==> src/rtl/fsup_pkg.sv <==
// Shared types for the converter leg fault supervisor.
package fsup_pkg;
    // Operating configuration of the converter; the code is visible at the port.
    typedef enum logic [1:0] {
        CFG_HEALTHY = 2'd0,
        CFG_RECT_A  = 2'd1,
        CFG_RECT_B  = 2'd2,
        CFG_INV     = 2'd3
    } cfg_e;
endpackage

==> src/rtl/fsup_leg_monitor.sv <==
// One leg's fault detector: an up/down evidence counter with hysteresis.
// It raises a sticky flag and a one-cycle trip pulse when the count
// reaches TRIP_COUNT, and it records the mismatch polarity of that sample.
// Assumes one pole sample per clock.
module fsup_leg_monitor #(
    parameter int TRIP_COUNT = 4,
    localparam int CNT_W = $clog2(TRIP_COUNT + 1)
) (
    input  logic clk,
    input  logic rst_n,
    input  logic cmd,
    input  logic meas,
    output logic flag,
    output logic short_o,
    output logic trip
);
    logic [CNT_W-1:0] cnt;
    logic             miss;
    logic             reach;

    assign miss  = cmd ^ meas;
    assign reach = miss && (cnt == CNT_W'(TRIP_COUNT - 1)) && !flag;

    // Evidence counter: climb on mismatch, decay on match, saturate at both ends.
    always_ff @(posedge clk) begin
        if (!rst_n)
            cnt <= '0;
        else if (miss && cnt != CNT_W'(TRIP_COUNT))
            cnt <= cnt + 1'b1;
        else if (!miss && cnt != '0)
            cnt <= cnt - 1'b1;
    end

    // Latch flag and fault type; pulse trip for exactly one cycle.
    always_ff @(posedge clk) begin
        if (!rst_n) begin
            flag    <= 1'b0;
            short_o <= 1'b0;
            trip    <= 1'b0;
        end else begin
            trip <= reach;
            if (reach) begin
                flag    <= 1'b1;
                short_o <= cmd & ~meas;
            end
        end
    end
endmodule

==> src/rtl/fsup_cfg_fsm.sv <==
// Configuration state machine. The first trip pulse seen while healthy
// picks the configuration; when several trip together, the lowest leg index
// wins. The state is held until clr. It assumes the leg order: rectifier A,
// then rectifier B, then inverter.
module fsup_cfg_fsm
    import fsup_pkg::*;
#(
    parameter int RECT_LEGS = 4,
    parameter int INV_LEGS  = 3,
    localparam int NLEG  = 2 * RECT_LEGS + INV_LEGS,
    localparam int IDX_W = $clog2(NLEG),
    localparam int INV_W = (INV_LEGS > 1) ? $clog2(INV_LEGS) : 1
) (
    input  logic             clk,
    input  logic             rst_n,
    input  logic             clr,
    input  logic [NLEG-1:0]  trip,
    input  logic [NLEG-1:0]  short_in,
    output cfg_e             cfg,
    output logic             iso_short,
    output logic [INV_W-1:0] inv_sel
);
    logic             any_trip;
    logic [IDX_W-1:0] hit;

    // Lowest-index arbitration among simultaneous trips.
    always_comb begin
        any_trip = 1'b0;
        hit      = '0;
        for (int i = NLEG - 1; i >= 0; i--) begin
            if (trip[i]) begin
                any_trip = 1'b1;
                hit      = IDX_W'(i);
            end
        end
    end

    // State register: enter a fault configuration only from healthy.
    always_ff @(posedge clk) begin
        if (!rst_n) begin
            cfg       <= CFG_HEALTHY;
            iso_short <= 1'b0;
            inv_sel   <= '0;
        end else if (clr) begin
            cfg <= CFG_HEALTHY;
        end else if (cfg == CFG_HEALTHY && any_trip) begin
            iso_short <= short_in[hit];
            inv_sel   <= INV_W'(hit - IDX_W'(2 * RECT_LEGS));
            if (hit < IDX_W'(RECT_LEGS))
                cfg <= CFG_RECT_A;
            else if (hit < IDX_W'(2 * RECT_LEGS))
                cfg <= CFG_RECT_B;
            else
                cfg <= CFG_INV;
        end
    end
endmodule

==> src/rtl/fsup_gate_override.sv <==
// Gate override network. It maps the configuration onto per-leg upper and
// lower gates, thyristor fire lines and the rectifier-active indication.
// Purely combinational; assumes cmd uses the same leg order as the FSM.
module fsup_gate_override
    import fsup_pkg::*;
#(
    parameter int RECT_LEGS  = 4,
    parameter int INV_LEGS   = 3,
    parameter int PARK_LEG   = 0,
    parameter int BORROW_LEG = 1,
    localparam int NLEG  = 2 * RECT_LEGS + INV_LEGS,
    localparam int INV_W = (INV_LEGS > 1) ? $clog2(INV_LEGS) : 1
) (
    input  cfg_e                cfg,
    input  logic                iso_short,
    input  logic [INV_W-1:0]    inv_sel,
    input  logic [NLEG-1:0]     cmd,
    output logic [NLEG-1:0]     gate_hi,
    output logic [NLEG-1:0]     gate_lo,
    output logic [INV_LEGS-1:0] scr_fire,
    output logic [1:0]          rect_active
);
    // Apply the override for the active configuration on top of pass-through.
    always_comb begin
        gate_hi     = cmd;
        gate_lo     = ~cmd;
        scr_fire    = '0;
        rect_active = 2'b11;
        unique case (cfg)
            CFG_RECT_A: begin
                rect_active = 2'b10;
                for (int i = 0; i < RECT_LEGS; i++) begin
                    gate_hi[i] = iso_short;
                    gate_lo[i] = iso_short;
                end
            end
            CFG_RECT_B: begin
                rect_active = 2'b01;
                for (int i = RECT_LEGS; i < 2 * RECT_LEGS; i++) begin
                    gate_hi[i] = iso_short;
                    gate_lo[i] = iso_short;
                end
            end
            CFG_INV: begin
                rect_active = 2'b01;
                gate_hi[RECT_LEGS + PARK_LEG] = 1'b0;
                gate_lo[RECT_LEGS + PARK_LEG] = 1'b0;
                for (int k = 0; k < INV_LEGS; k++) begin
                    if (inv_sel == INV_W'(k)) begin
                        scr_fire[k]                     = 1'b1;
                        gate_hi[RECT_LEGS + BORROW_LEG] = cmd[2 * RECT_LEGS + k];
                        gate_lo[RECT_LEGS + BORROW_LEG] = ~cmd[2 * RECT_LEGS + k];
                        gate_hi[2 * RECT_LEGS + k]      = 1'b0;
                        gate_lo[2 * RECT_LEGS + k]      = 1'b0;
                    end
                end
            end
            default: ;
        endcase
    end
endmodule

==> src/rtl/fault_supervisor.sv <==
// Top of the converter leg fault supervisor. It holds one monitor per leg,
// the configuration FSM and the gate override network.
// Assumes cmd/meas are sampled each clock and are already synchronous.
module fault_supervisor
    import fsup_pkg::*;
#(
    parameter int RECT_LEGS  = 4,
    parameter int INV_LEGS   = 3,
    parameter int TRIP_COUNT = 4,
    parameter int PARK_LEG   = 0,
    parameter int BORROW_LEG = 1,
    localparam int NLEG  = 2 * RECT_LEGS + INV_LEGS,
    localparam int INV_W = (INV_LEGS > 1) ? $clog2(INV_LEGS) : 1
) (
    input  logic                clk,
    input  logic                rst_n,
    input  logic                clr,
    input  logic [NLEG-1:0]     cmd,
    input  logic [NLEG-1:0]     meas,
    output logic [NLEG-1:0]     gate_hi,
    output logic [NLEG-1:0]     gate_lo,
    output logic [INV_LEGS-1:0] scr_fire,
    output logic [1:0]          rect_active,
    output logic [1:0]          cfg,
    output logic [NLEG-1:0]     fault_flag,
    output logic [NLEG-1:0]     fault_short
);
    logic [NLEG-1:0]  trip;
    cfg_e             cfg_q;
    logic             iso_short;
    logic [INV_W-1:0] inv_sel;

    // One hysteresis detector per leg.
    for (genvar g = 0; g < NLEG; g++) begin : g_leg
        fsup_leg_monitor #(.TRIP_COUNT(TRIP_COUNT)) u_mon (
            .clk     (clk),
            .rst_n   (rst_n),
            .cmd     (cmd[g]),
            .meas    (meas[g]),
            .flag    (fault_flag[g]),
            .short_o (fault_short[g]),
            .trip    (trip[g])
        );
    end

    fsup_cfg_fsm #(.RECT_LEGS(RECT_LEGS), .INV_LEGS(INV_LEGS)) u_fsm (
        .clk       (clk),
        .rst_n     (rst_n),
        .clr       (clr),
        .trip      (trip),
        .short_in  (fault_short),
        .cfg       (cfg_q),
        .iso_short (iso_short),
        .inv_sel   (inv_sel)
    );

    fsup_gate_override #(
        .RECT_LEGS (RECT_LEGS),
        .INV_LEGS  (INV_LEGS),
        .PARK_LEG  (PARK_LEG),
        .BORROW_LEG(BORROW_LEG)
    ) u_ovr (
        .cfg         (cfg_q),
        .iso_short   (iso_short),
        .inv_sel     (inv_sel),
        .cmd         (cmd),
        .gate_hi     (gate_hi),
        .gate_lo     (gate_lo),
        .scr_fire    (scr_fire),
        .rect_active (rect_active)
    );

    assign cfg = cfg_q;
endmodule

==> config.mk <==
export PLATFORM = sky130hd
export DESIGN_NAME = fault_supervisor
export DESIGN_NICKNAME = d
export VERILOG_FILES = /design/src/rtl/fsup_pkg.sv /design/src/rtl/fsup_leg_monitor.sv /design/src/rtl/fsup_cfg_fsm.sv /design/src/rtl/fsup_gate_override.sv /design/src/rtl/fault_supervisor.sv
export SDC_FILE = /design/constraint.sdc
export NUM_CORES = 1
export LEC_CHECK = 0
export ABC_CLOCK_PERIOD_IN_PS = 1900
export BUFFER_PORTS_ARGS = -buffer_cell sky130_fd_sc_hd__buf_2
export CAP_MARGIN = 20
export CORE_ASPECT_RATIO = 1.5
export CORE_MARGIN = 2
export CORE_UTILIZATION = 52
export CTS_BUF_LIST = sky130_fd_sc_hd__clkbuf_8
export CTS_CLUSTER_DIAMETER = 60
export CTS_CLUSTER_SIZE = 14
export DETAILED_ROUTE_END_ITERATION = 10
export GPL_ROUTABILITY_DRIVEN = 0
export PLACE_DENSITY = 0.79
export REMOVE_ABC_BUFFERS = 1
export SLEW_MARGIN = 20
export SYNTH_ARGS = -nofsm -noshare
export SYNTH_HDL_FRONTEND = slang
export SYNTH_HIERARCHICAL = 1
export SYNTH_SLANG_ARGS = --single-unit
==> constraint.sdc <==
create_clock -name clk -period 1.9 [get_ports clk]
set_input_delay 0.38 -clock clk [delete_from_list [all_inputs] [get_ports clk]]
set_output_delay 0.38 -clock clk [all_outputs]
set_load 0.02 [all_outputs]
==> impl_metrics.tcl, run 1 <==
set metrics [dict create \
    yosys-top-cells-area "dfxtp_1 (35%), fa_1 (5.5%), nand2_1 (4.2%), a221oi_2 (4.1%), nand2b_1 (3.9%)" \
    final_antenna_net_count 0 \
    vdd_ir_drop_max_mv 0.890 \
    reg2reg_to "u_fsm/inv_sel[0]" \
    design.core.area_sq_um 7560 \
    p_sw_w 0.00224 \
    status "complete, but fails checks" \
    endpoint_kind "output pin" \
    min_to "u_fsm/cfg[1]" \
    rows 39 \
    p_leak_nw 2.22 \
    diodes 0 \
    hold_violations 0 \
    internal-power_w 0.00381 \
    nets 591 \
    antenna_found_initial 0 \
    pwr-share-seq_pct 39.9 \
    cts_max_path_buffers 2 \
    layout-drive-gt1-share_pct 35.5 \
    syn_area_sq_um 4030 \
    viasPerCell 5.38 \
    yosys.area.top_type "dfxtp_1" \
    cap_violations 0 \
    tns_ns -0.147 \
    clk_pin_slew_ns 0.08 \
    yosys_warnings 6 \
    post-route-period-util_pct 104 \
    cts_buffers 9 \
    maxSlewViolCount 0 \
    worst_slack_ns -0.0830 \
    drt_wl_total_mm 9.02 \
    drt_pre_antenna_iters 4 \
    pwr-share-clk_pct 24.5 \
    netlist.area_leader.share_pct 35.2 \
    p_sw_share_pct 37.1 \
    via_count 3504 \
    ff2ff_setup_slack_ns 0.10 \
    violations "setup timing" \
    tritoncts "done" \
    synth_common_cells "dfxtp_1 (71), nand2_1 (45), inv_1 (39)" \
    syn_avg_cell_area_sq_um 9.36 \
    initial_core_util_pct 53.3 \
    hp-class "in2reg" \
    port_buffers 75 \
    grt_max_degree 72 \
    grt.total_usage_pct 22.3 \
    crit-reg2reg-launch "g_leg[7].u_mon/trip" \
    utilization_pct 66.7 \
    synth_cell_type_count 50 \
    synth_seq_cells 71 \
    powerDensity_nw_per_um2 1200 \
    holdBufCountCts 0 \
    drtIter0Drc 117 \
    syn_to_final_growth_pct 25.0 \
    finalNonFillerCells 651 \
    clk_latency_ns 0.36 \
    combPwrFrac_pct 35.5 \
    drc 0 \
    die_y_microns 112 \
    hold_path_depth 2 \
    grt_pass1_vias 3454 \
    dp_hpwl_mm 6.78 \
    cp_max_fo 2 \
    reg2regPathDepth 6 \
    grt_pass1_wl_mm 15.3 \
    synth_edf_count 0 \
    yosysMostFrequentCell "dfxtp_1" \
    rsz0062_at_grt "yes" \
    cts_root_buf "clkbuf_8" \
    async_flop_share_pct 0 \
    h-tree-depth 3 \
    period_needed_ns 1.98 \
    hold_slack_ns 0.238 \
    min_from "clr" \
    worst_pin_slew_ns 0.470 \
    die_width_microns 75.9 \
    max_freq_ghz 0.504 \
    crit_arrival_ns 1.60 \
    ys_seq_area_share_pct 35.2 \
    required_ns 1.52 \
    numClockSinks 71 \
    crit_type "reg2out" \
    slew_headroom_pct 68.4 \
    dp.cells 632 \
    startpoint_type "flip-flop" \
    skew_ns 0.00463 \
    setup_violations 2 \
    yosys_most_used_dff "dfxtp_1" \
    wl_per_cell_microns 13.9 \
    startpoint "u_fsm/inv_sel[0]" \
    grt_overflow 0 \
    synthCells 431 \
    dieArea_sq_um 8490 \
    ios 76 \
]
-- area by class of cell --
| class | instances | area (sq um) |
|---|---|---|
| well taps | 102 | 128 |
| repair buffers | 106 | 626 |
| multi-input cells | 317 | 2440 |
| clock buffers | 10 | 138 |
| inverters | 39 | 146 |
| fillers | 591 | 2520 |
| flip-flops and latches | 71 | 1450 |
| clock inverters | 6 | 108 |
-- through the flow --
stage | setup slack, ns | instance area, sq um | total power [W]
final | -0.0830 | 5040 | 0.00605
after global routing | -0.140 | 5040 | 0.00652
after CTS | -0.121 | 4990 | 0.00602
after detailed placement | -0.195 | 4730 | 0.00452
after global placement | -0.147 | 4730 | 0.00437
after floorplan | -0.0451 | 4010 | 0.00391
-- cell families after synthesis --
family / after synthesis / share of synthesized area (%)
compound gates: 108 / 20.7
xor+xnor: 11 / 2.39
fa+ha+maj: 22 / 8.87
buf+inv: 43 / 4.25
flops: 71 / 35.2
mux: 14 / 3.79
simple gates: 162 / 24.8
-- cell usage in the layout (no fill, tap or decap), types with 3 or more instances in the layout --
cell type and n:
dfxtp_1 48, xor2_1 11, fa_1 11, buf_4 32, bufinv_16 3, a21o_2 11
a21o_1 5, and2_1 11, inv_1 39, a221oi_2 11, a21oi_1 23, buf_2 73
nor4_2 12, a211oi_1 11, o211ai_1 6, nand2_1 45, nor2b_1 16, o21a_1 11
dfxtp_2 22, clkbuf_8 10, mux2i_1 13, nand2b_1 24, nor3b_1 4, o21ai_0 17
nor2_1 21, or2_0 11, ha_1 11
-- worst max-delay path: stages (launching register included) --
cell and delay, ns:
dfxtp_4 0.36, mux4_2 0.51, o211a_1 0.22, buf_2 0.15
-- layer usage --
metal  track usage [%]  routed length [microns]  up-vias
met4              12.7                      305        0
met2              40.4                     4800       94
met3              4.05                      363       24
li1                  -                        -     1738
met1              24.3                     3550     1648
met5                 0                        0        -
-- registers in the layout (all words and copies together), names as in the netlist --
signal	flops
u_fsm/iso_short	1
g_leg.u_mon/flag	11
g_leg.u_mon/cnt	33
g_leg.u_mon/short_o	11
g_leg.u_mon/trip	11
u_fsm/cfg	2
u_fsm/inv_sel	2
-- power by group through the flow --
| stage | Combinational, W | Sequential (W) | Clock, W |
|---|---|---|---|
| 3_3_place_gp | 0.00199 | 0.00238 | 0 |
| 4_1_cts | 0.00214 | 0.00237 | 0.00151 |
| 6_report | 0.00215 | 0.00242 | 0.00149 |
| 5_1_grt | 0.00244 | 0.00250 | 0.00157 |
| 2_1_floorplan | 0.00158 | 0.00234 | 0 |
| 3_5_place_dp | 0.00212 | 0.00240 | 0 |
-- repair_timing --
action                     4_1_cts  5_1_grt
setup endpoints to repair       20       16
pin swaps                        1        3
resized for setup                5       23
setup buffers                    1        2
-- worst max-delay path by stage --
stage | end | cells past startpoint
CTS | gate_lo[5] | 3
global route | gate_lo[5] | 3
global placement | g_leg[8].u_mon/cnt[2] | 7
finish | gate_hi[5] | 3
detailed placement | g_leg[10].u_mon/cnt[2] | 7
floorplan | g_leg[0].u_mon/cnt[2] | 7
Note: power is estimated with default switching activity, not from simulation.
==> run 2: changes to the inputs <==
--- a/config.mk
+++ b/config.mk
@@ -8,15 +8,17 @@
 export ABC_CLOCK_PERIOD_IN_PS = 1900
 export BUFFER_PORTS_ARGS = -buffer_cell sky130_fd_sc_hd__buf_2
 export CAP_MARGIN = 20
+export CELL_PAD_IN_SITES_DETAIL_PLACEMENT = 0
+export CELL_PAD_IN_SITES_GLOBAL_PLACEMENT = 1
 export CORE_ASPECT_RATIO = 1.5
 export CORE_MARGIN = 2
-export CORE_UTILIZATION = 52
+export CORE_UTILIZATION = 40
 export CTS_BUF_LIST = sky130_fd_sc_hd__clkbuf_8
 export CTS_CLUSTER_DIAMETER = 60
 export CTS_CLUSTER_SIZE = 14
 export DETAILED_ROUTE_END_ITERATION = 10
 export GPL_ROUTABILITY_DRIVEN = 0
-export PLACE_DENSITY = 0.79
+export PLACE_DENSITY_LB_ADDON = 0.1
 export REMOVE_ABC_BUFFERS = 1
 export SLEW_MARGIN = 20
 export SYNTH_ARGS = -nofsm -noshare
==> impl_metrics.tcl, run 2 (synthesis gave the netlist of run 1 again) <==
set metrics [dict create \
    finalInstanceArea_sq_um 5050 \
    drt_wl_total_mm 8.77 \
    tritoncts "done" \
    period_needed_ns 1.98 \
    min_to "u_fsm/cfg[1]" \
    layout_commonest_cell "buf_2" \
    grt_pass1_vias 3371 \
    slew_headroom_pct 69.6 \
    die_y_microns 127 \
    rows 44 \
    port_buffers 75 \
    crit_type "reg2out" \
    dp_hpwl_mm 6.68 \
    finalNonFillerCells 663 \
    top_register "g_leg.u_mon/cnt" \
    largest_register_ffs 33 \
    clk_pin_slew_ns 0.08 \
    drc 0 \
    maxSlewViolCount 0 \
    reg2reg_to "g_leg[2].u_mon/cnt[2]" \
    antenna_found_initial 0 \
    layout-drive-gt1-share_pct 34.9 \
    cpMaxStageDelayCell "mux4_2" \
    wl_per_cell_microns 13.2 \
    worst_pin_slew_ns 0.456 \
    status "complete, but fails checks" \
    final_antenna_net_count 0 \
    required_ns 1.52 \
    fillers 947 \
    worst_slack_ns -0.0826 \
    skew_ns 0.00779 \
    h-tree-depth 3 \
    dieArea_sq_um 10900 \
    via_count 3378 \
    drt_pre_antenna_iters 4 \
    clk_latency_ns 0.36 \
    startpoint_type "flip-flop" \
    cts_buffers 9 \
    grt_max_degree 72 \
    grt_overflow 0 \
    multiInputGateArea_sq_um 2450 \
    viasPerCell 5.10 \
    ios 76 \
    cts_root_buf "clkbuf_8" \
    cts_max_path_buffers 2 \
    seqCellArea_sq_um 1460 \
    hold_path_depth 2 \
    drtIter0Drc 110 \
    nets 590 \
    rsz0062_at_grt "yes" \
    crit_arrival_ns 1.60 \
    post-route-period-util_pct 104 \
    dp.cells 644 \
    endpoint_kind "output pin" \
    vdd_ir_drop_max_mv 0.629 \
    slowest_delay_ns 0.51 \
    max_freq_ghz 0.504 \
    design.core.area_sq_um 9740 \
    hold_slack_ns 0.244 \
    reg2regPathDepth 6 \
    grt.total_usage_pct 17.1 \
    numClockSinks 71 \
    hp-class "in2reg" \
    p_leak_nw 2.22 \
    grt_pass1_wl_mm 15.0 \
    die_width_microns 86.0 \
    initial_core_util_pct 41.4 \
    ff2ff_setup_slack_ns 0.09 \
    diodes 0 \
    setup_violations 2 \
    cp_max_fo 2 \
    syn_to_final_growth_pct 25.3 \
    cap_violations 0 \
    powerDensity_nw_per_um2 1170 \
    min_from "clr" \
    worstPathCellList "mux4_2, o211ai_1, buf_4" \
    placed_cell_area_sq_um 4740 \
    violations "setup timing" \
    finalPower_w 0.00591 \
    hold_violations 0 \
    layout_common_cells "buf_2 (74), dfxtp_1 (50), nand2_1 (45)" \
    crit-reg2reg-launch "g_leg[2].u_mon/cnt[0]" \
]
==> run 2: changes by cell type in the layout (fill, tap and decap cells not counted), sizes merged <==
cell,change
buf,-1
bufinv,-1
clkbuf,+1
clkinv,-1
clkinvlp,+1
==> run 2: timing repair <==
| item | CTS | global route |
|---|---|---|
| buffers inserted | 1 | 2 |
| pin swaps | 1 | 1 |
| setup endpoints to repair | 23 | 20 |
| cloned | 0 | 0 |
| resized for setup | 6 | 24 |
| hold buffers | 0 | 0 |
==> run 2: how the worst max path moves through the flow <==
stage / startpoint / to / slack, ns / depth (start not counted)
6_report: u_fsm/inv_sel[0] / gate_lo[5] / -0.08 / 3
5_1_grt: u_fsm/inv_sel[0] / gate_lo[5] / -0.12 / 3
4_1_cts: u_fsm/inv_sel[0] / gate_lo[5] / -0.10 / 3
3_5_place_dp: cmd[8] / g_leg[8].u_mon/cnt[2] / -0.18 / 7
3_3_place_gp: cmd[6] / g_leg[6].u_mon/cnt[2] / -0.16 / 7
2_1_floorplan: meas[0] / g_leg[0].u_mon/cnt[2] / -0.05 / 7
==> run 2: layout make-up <==
class	count	area share (%)
clock buffers	11	3.00
repair buffers	105	12.3
multi-input cells	317	48.6
well taps	115	2.85
clock inverters	5	1.58
inverters	39	2.90
flip-flops and latches	71	28.8
==> run 2: power by group <==
group / leakage, nW / switching [W] / internal (W) / total [W]
clock network: 0.112 / 0.000582 / 0.000808 / 0.00139
logic: 1.52 / 0.00111 / 0.00100 / 0.00212
registers: 0.588 / 0.000507 / 0.00190 / 0.00240
total: 2.22 / 0.00220 / 0.00371 / 0.00591
==> run 2: layer usage <==
metal  global-route usage [%]  vias up  part of all wire, %
li1                         -     1732                    -
met1                     20.3     1560                   44
met2                     29.1       69                   49
met3                     3.17       17                  4.1
met4                     8.78        0                  2.8
met5                        0        -                    0
==> run 2: worst max-delay path: cells and delay by family, from the launching register on <==
family / cells / cell delay (ns)
flops: 1 / 0.36
mux: 1 / 0.51
compound gates: 1 / 0.21
buf+inv: 1 / 0.17
==> run 2: metrics by stage <==
| step | worst slack, ns | TNS, ns | utilization (%) |
|---|---|---|---|
| 6_report | -0.0826 | -0.146 | 51.9 |
| 3_5_place_dp | -0.179 | -1.75 | 48.7 |
| 2_1_floorplan | -0.0451 | -0.496 | - |
| 5_1_grt | -0.121 | -0.240 | 51.9 |
| 4_1_cts | -0.101 | -0.189 | 51.2 |
| 3_3_place_gp | -0.165 | -1.44 | 48.7 |
==> run 3: changes to the inputs <==
--- a/config.mk
+++ b/config.mk
@@ -10,7 +10,6 @@
 export CAP_MARGIN = 20
 export CELL_PAD_IN_SITES_DETAIL_PLACEMENT = 0
 export CELL_PAD_IN_SITES_GLOBAL_PLACEMENT = 1
-export CORE_ASPECT_RATIO = 1.5
 export CORE_MARGIN = 2
 export CORE_UTILIZATION = 40
 export CTS_BUF_LIST = sky130_fd_sc_hd__clkbuf_8
==> impl_metrics.tcl, run 3 (synthesis gave the netlist of run 1 again) <==
set metrics [dict create \
    period_needed_ns 1.95 \
    rows 36 \
    drt_wl_total_mm 9.18 \
    max_freq_ghz 0.512 \
    dieArea_sq_um 10900 \
    setup_violations 2 \
    numClockSinks 71 \
    skew_ns 0.00892 \
    diodes 0 \
    grt_max_degree 72 \
    cap_violations 0 \
    die_y_microns 104 \
    vdd_ir_drop_max_mv 0.544 \
    cts_max_path_buffers 2 \
    final_antenna_net_count 0 \
    syn_to_final_growth_pct 23.9 \
    status "complete, but fails checks" \
    grt_pass1_vias 3383 \
    worst_pin_slew_ns 0.449 \
    min_to "u_fsm/cfg[0]" \
    layout-drive-gt1-share_pct 33.9 \
    cp_max_fo 2 \
    hp-class "in2reg" \
    slew_headroom_pct 69.8 \
    hold_path_depth 2 \
    required_ns 1.52 \
    ios 76 \
    antenna_found_initial 0 \
    grt_pass1_wl_mm 15.5 \
    hold_slack_ns 0.258 \
    min_from "clr" \
    ff2ff_setup_slack_ns 0.09 \
    drc 0 \
    post-route-period-util_pct 103 \
    design.core.area_sq_um 9770 \
    utilization_pct 51.1 \
    via_count 3425 \
    crit_type "reg2out" \
    drtIter0Drc 124 \
    tritoncts "done" \
    reg2reg_to "g_leg[3].u_mon/cnt[2]" \
    die_width_microns 104 \
    route.met3.wl_microns 377 \
    h-tree-depth 3 \
    viasPerCell 5.04 \
    largest_register_ffs 33 \
    crit_arrival_ns 1.57 \
    nets 590 \
    grt.total_usage_pct 17.4 \
    rsz0062_at_grt "yes" \
    wl_met1_mm 4.38 \
    dp_hpwl_mm 6.94 \
    violations "setup timing" \
    wl_per_cell_microns 13.5 \
    maxUsedRoutingLayer "met4" \
    endpoint_kind "output pin" \
    reg2regPathDepth 6 \
    cts_root_buf "clkbuf_8" \
    grt_overflow 0 \
    port_buffers 75 \
    maxSlewViolCount 0 \
    clk_latency_ns 0.35 \
    top_register "g_leg.u_mon/cnt" \
    startpoint_type "flip-flop" \
    layout_common_cells "buf_2 (73), dfxtp_1 (51), nand2_1 (45)" \
    powerDensity_nw_per_um2 1120 \
    drt_pre_antenna_iters 4 \
    clk_pin_slew_ns 0.07 \
    crit-reg2reg-launch "g_leg[3].u_mon/cnt[0]" \
    initial_core_util_pct 41.3 \
    layout_commonest_cell "buf_2" \
    p_leak_nw 2.19 \
    worst_slack_ns -0.0534 \
    met2WireLength_mm 4.25 \
    cts_buffers 9 \
    hold_violations 0 \
]
[run 3: where the power goes]
group | switching [W] | internal [W]
clock | 0.000534 | 0.000520
combinational | 0.00113 | 0.000987
sequential | 0.000513 | 0.00190
total | 0.00218 | 0.00340
[run 3: critical path: stages, from the launching register on]
cell	delay, ns
dfxtp_2	0.34
mux4_2	0.50
o211ai_1	0.22
buf_4	0.18
[run 3: worst max path at each step]
| stage | cells after the start | slack, ns | from | end |
|---|---|---|---|---|
| after CTS | 3 | -0.10 | u_fsm/inv_sel[0] | gate_lo[5] |
| after global routing | 3 | -0.12 | u_fsm/inv_sel[0] | gate_lo[5] |
| after detailed placement | 7 | -0.18 | cmd[2] | g_leg[2].u_mon/cnt[2] |
| after floorplan | 7 | -0.05 | meas[0] | g_leg[0].u_mon/cnt[2] |
| final | 3 | -0.05 | u_fsm/inv_sel[0] | gate_lo[5] |
| after global placement | 7 | -0.14 | cmd[0] | g_leg[0].u_mon/cnt[2] |
[run 3: stage by stage]
step | TNS, ns | cells | area, sq um | total power [W] | worst slack (ns)
after global placement | -1.36 | 664 | 4780 | 0.00443 | -0.142
final | -0.103 | 679 | 4990 | 0.00558 | -0.0534
after floorplan | -0.496 | 427 | 4010 | 0.00391 | -0.0451
after global routing | -0.228 | 679 | 4990 | 0.00609 | -0.116
after detailed placement | -1.82 | 664 | 4780 | 0.00450 | -0.182
after CTS | -0.181 | 678 | 4950 | 0.00559 | -0.101
[run 3: cell type report]
cell class	instances	area, sq um
flip-flops and latches	71	1450
well taps	133	166
clock buffers	11	151
clock inverters	3	12.5
inverters	39	146
fillers	985	4780
repair buffers	105	618
multi-input cells	317	2450
[run 3: metal layers]
layer | up-vias | track usage [%]
met5 | - | 0
met4 | 0 | 7.92
met3 | 17 | 3.95
met2 | 81 | 27.6
met1 | 1595 | 22.5
li1 | 1732 | -
[run 3: what timing repair did]
item                       CTS  global route
hold buffers                 0             0
pin swaps                    1             2
resized for setup            4            21
setup endpoints to repair   23            29
buffers inserted             0             1
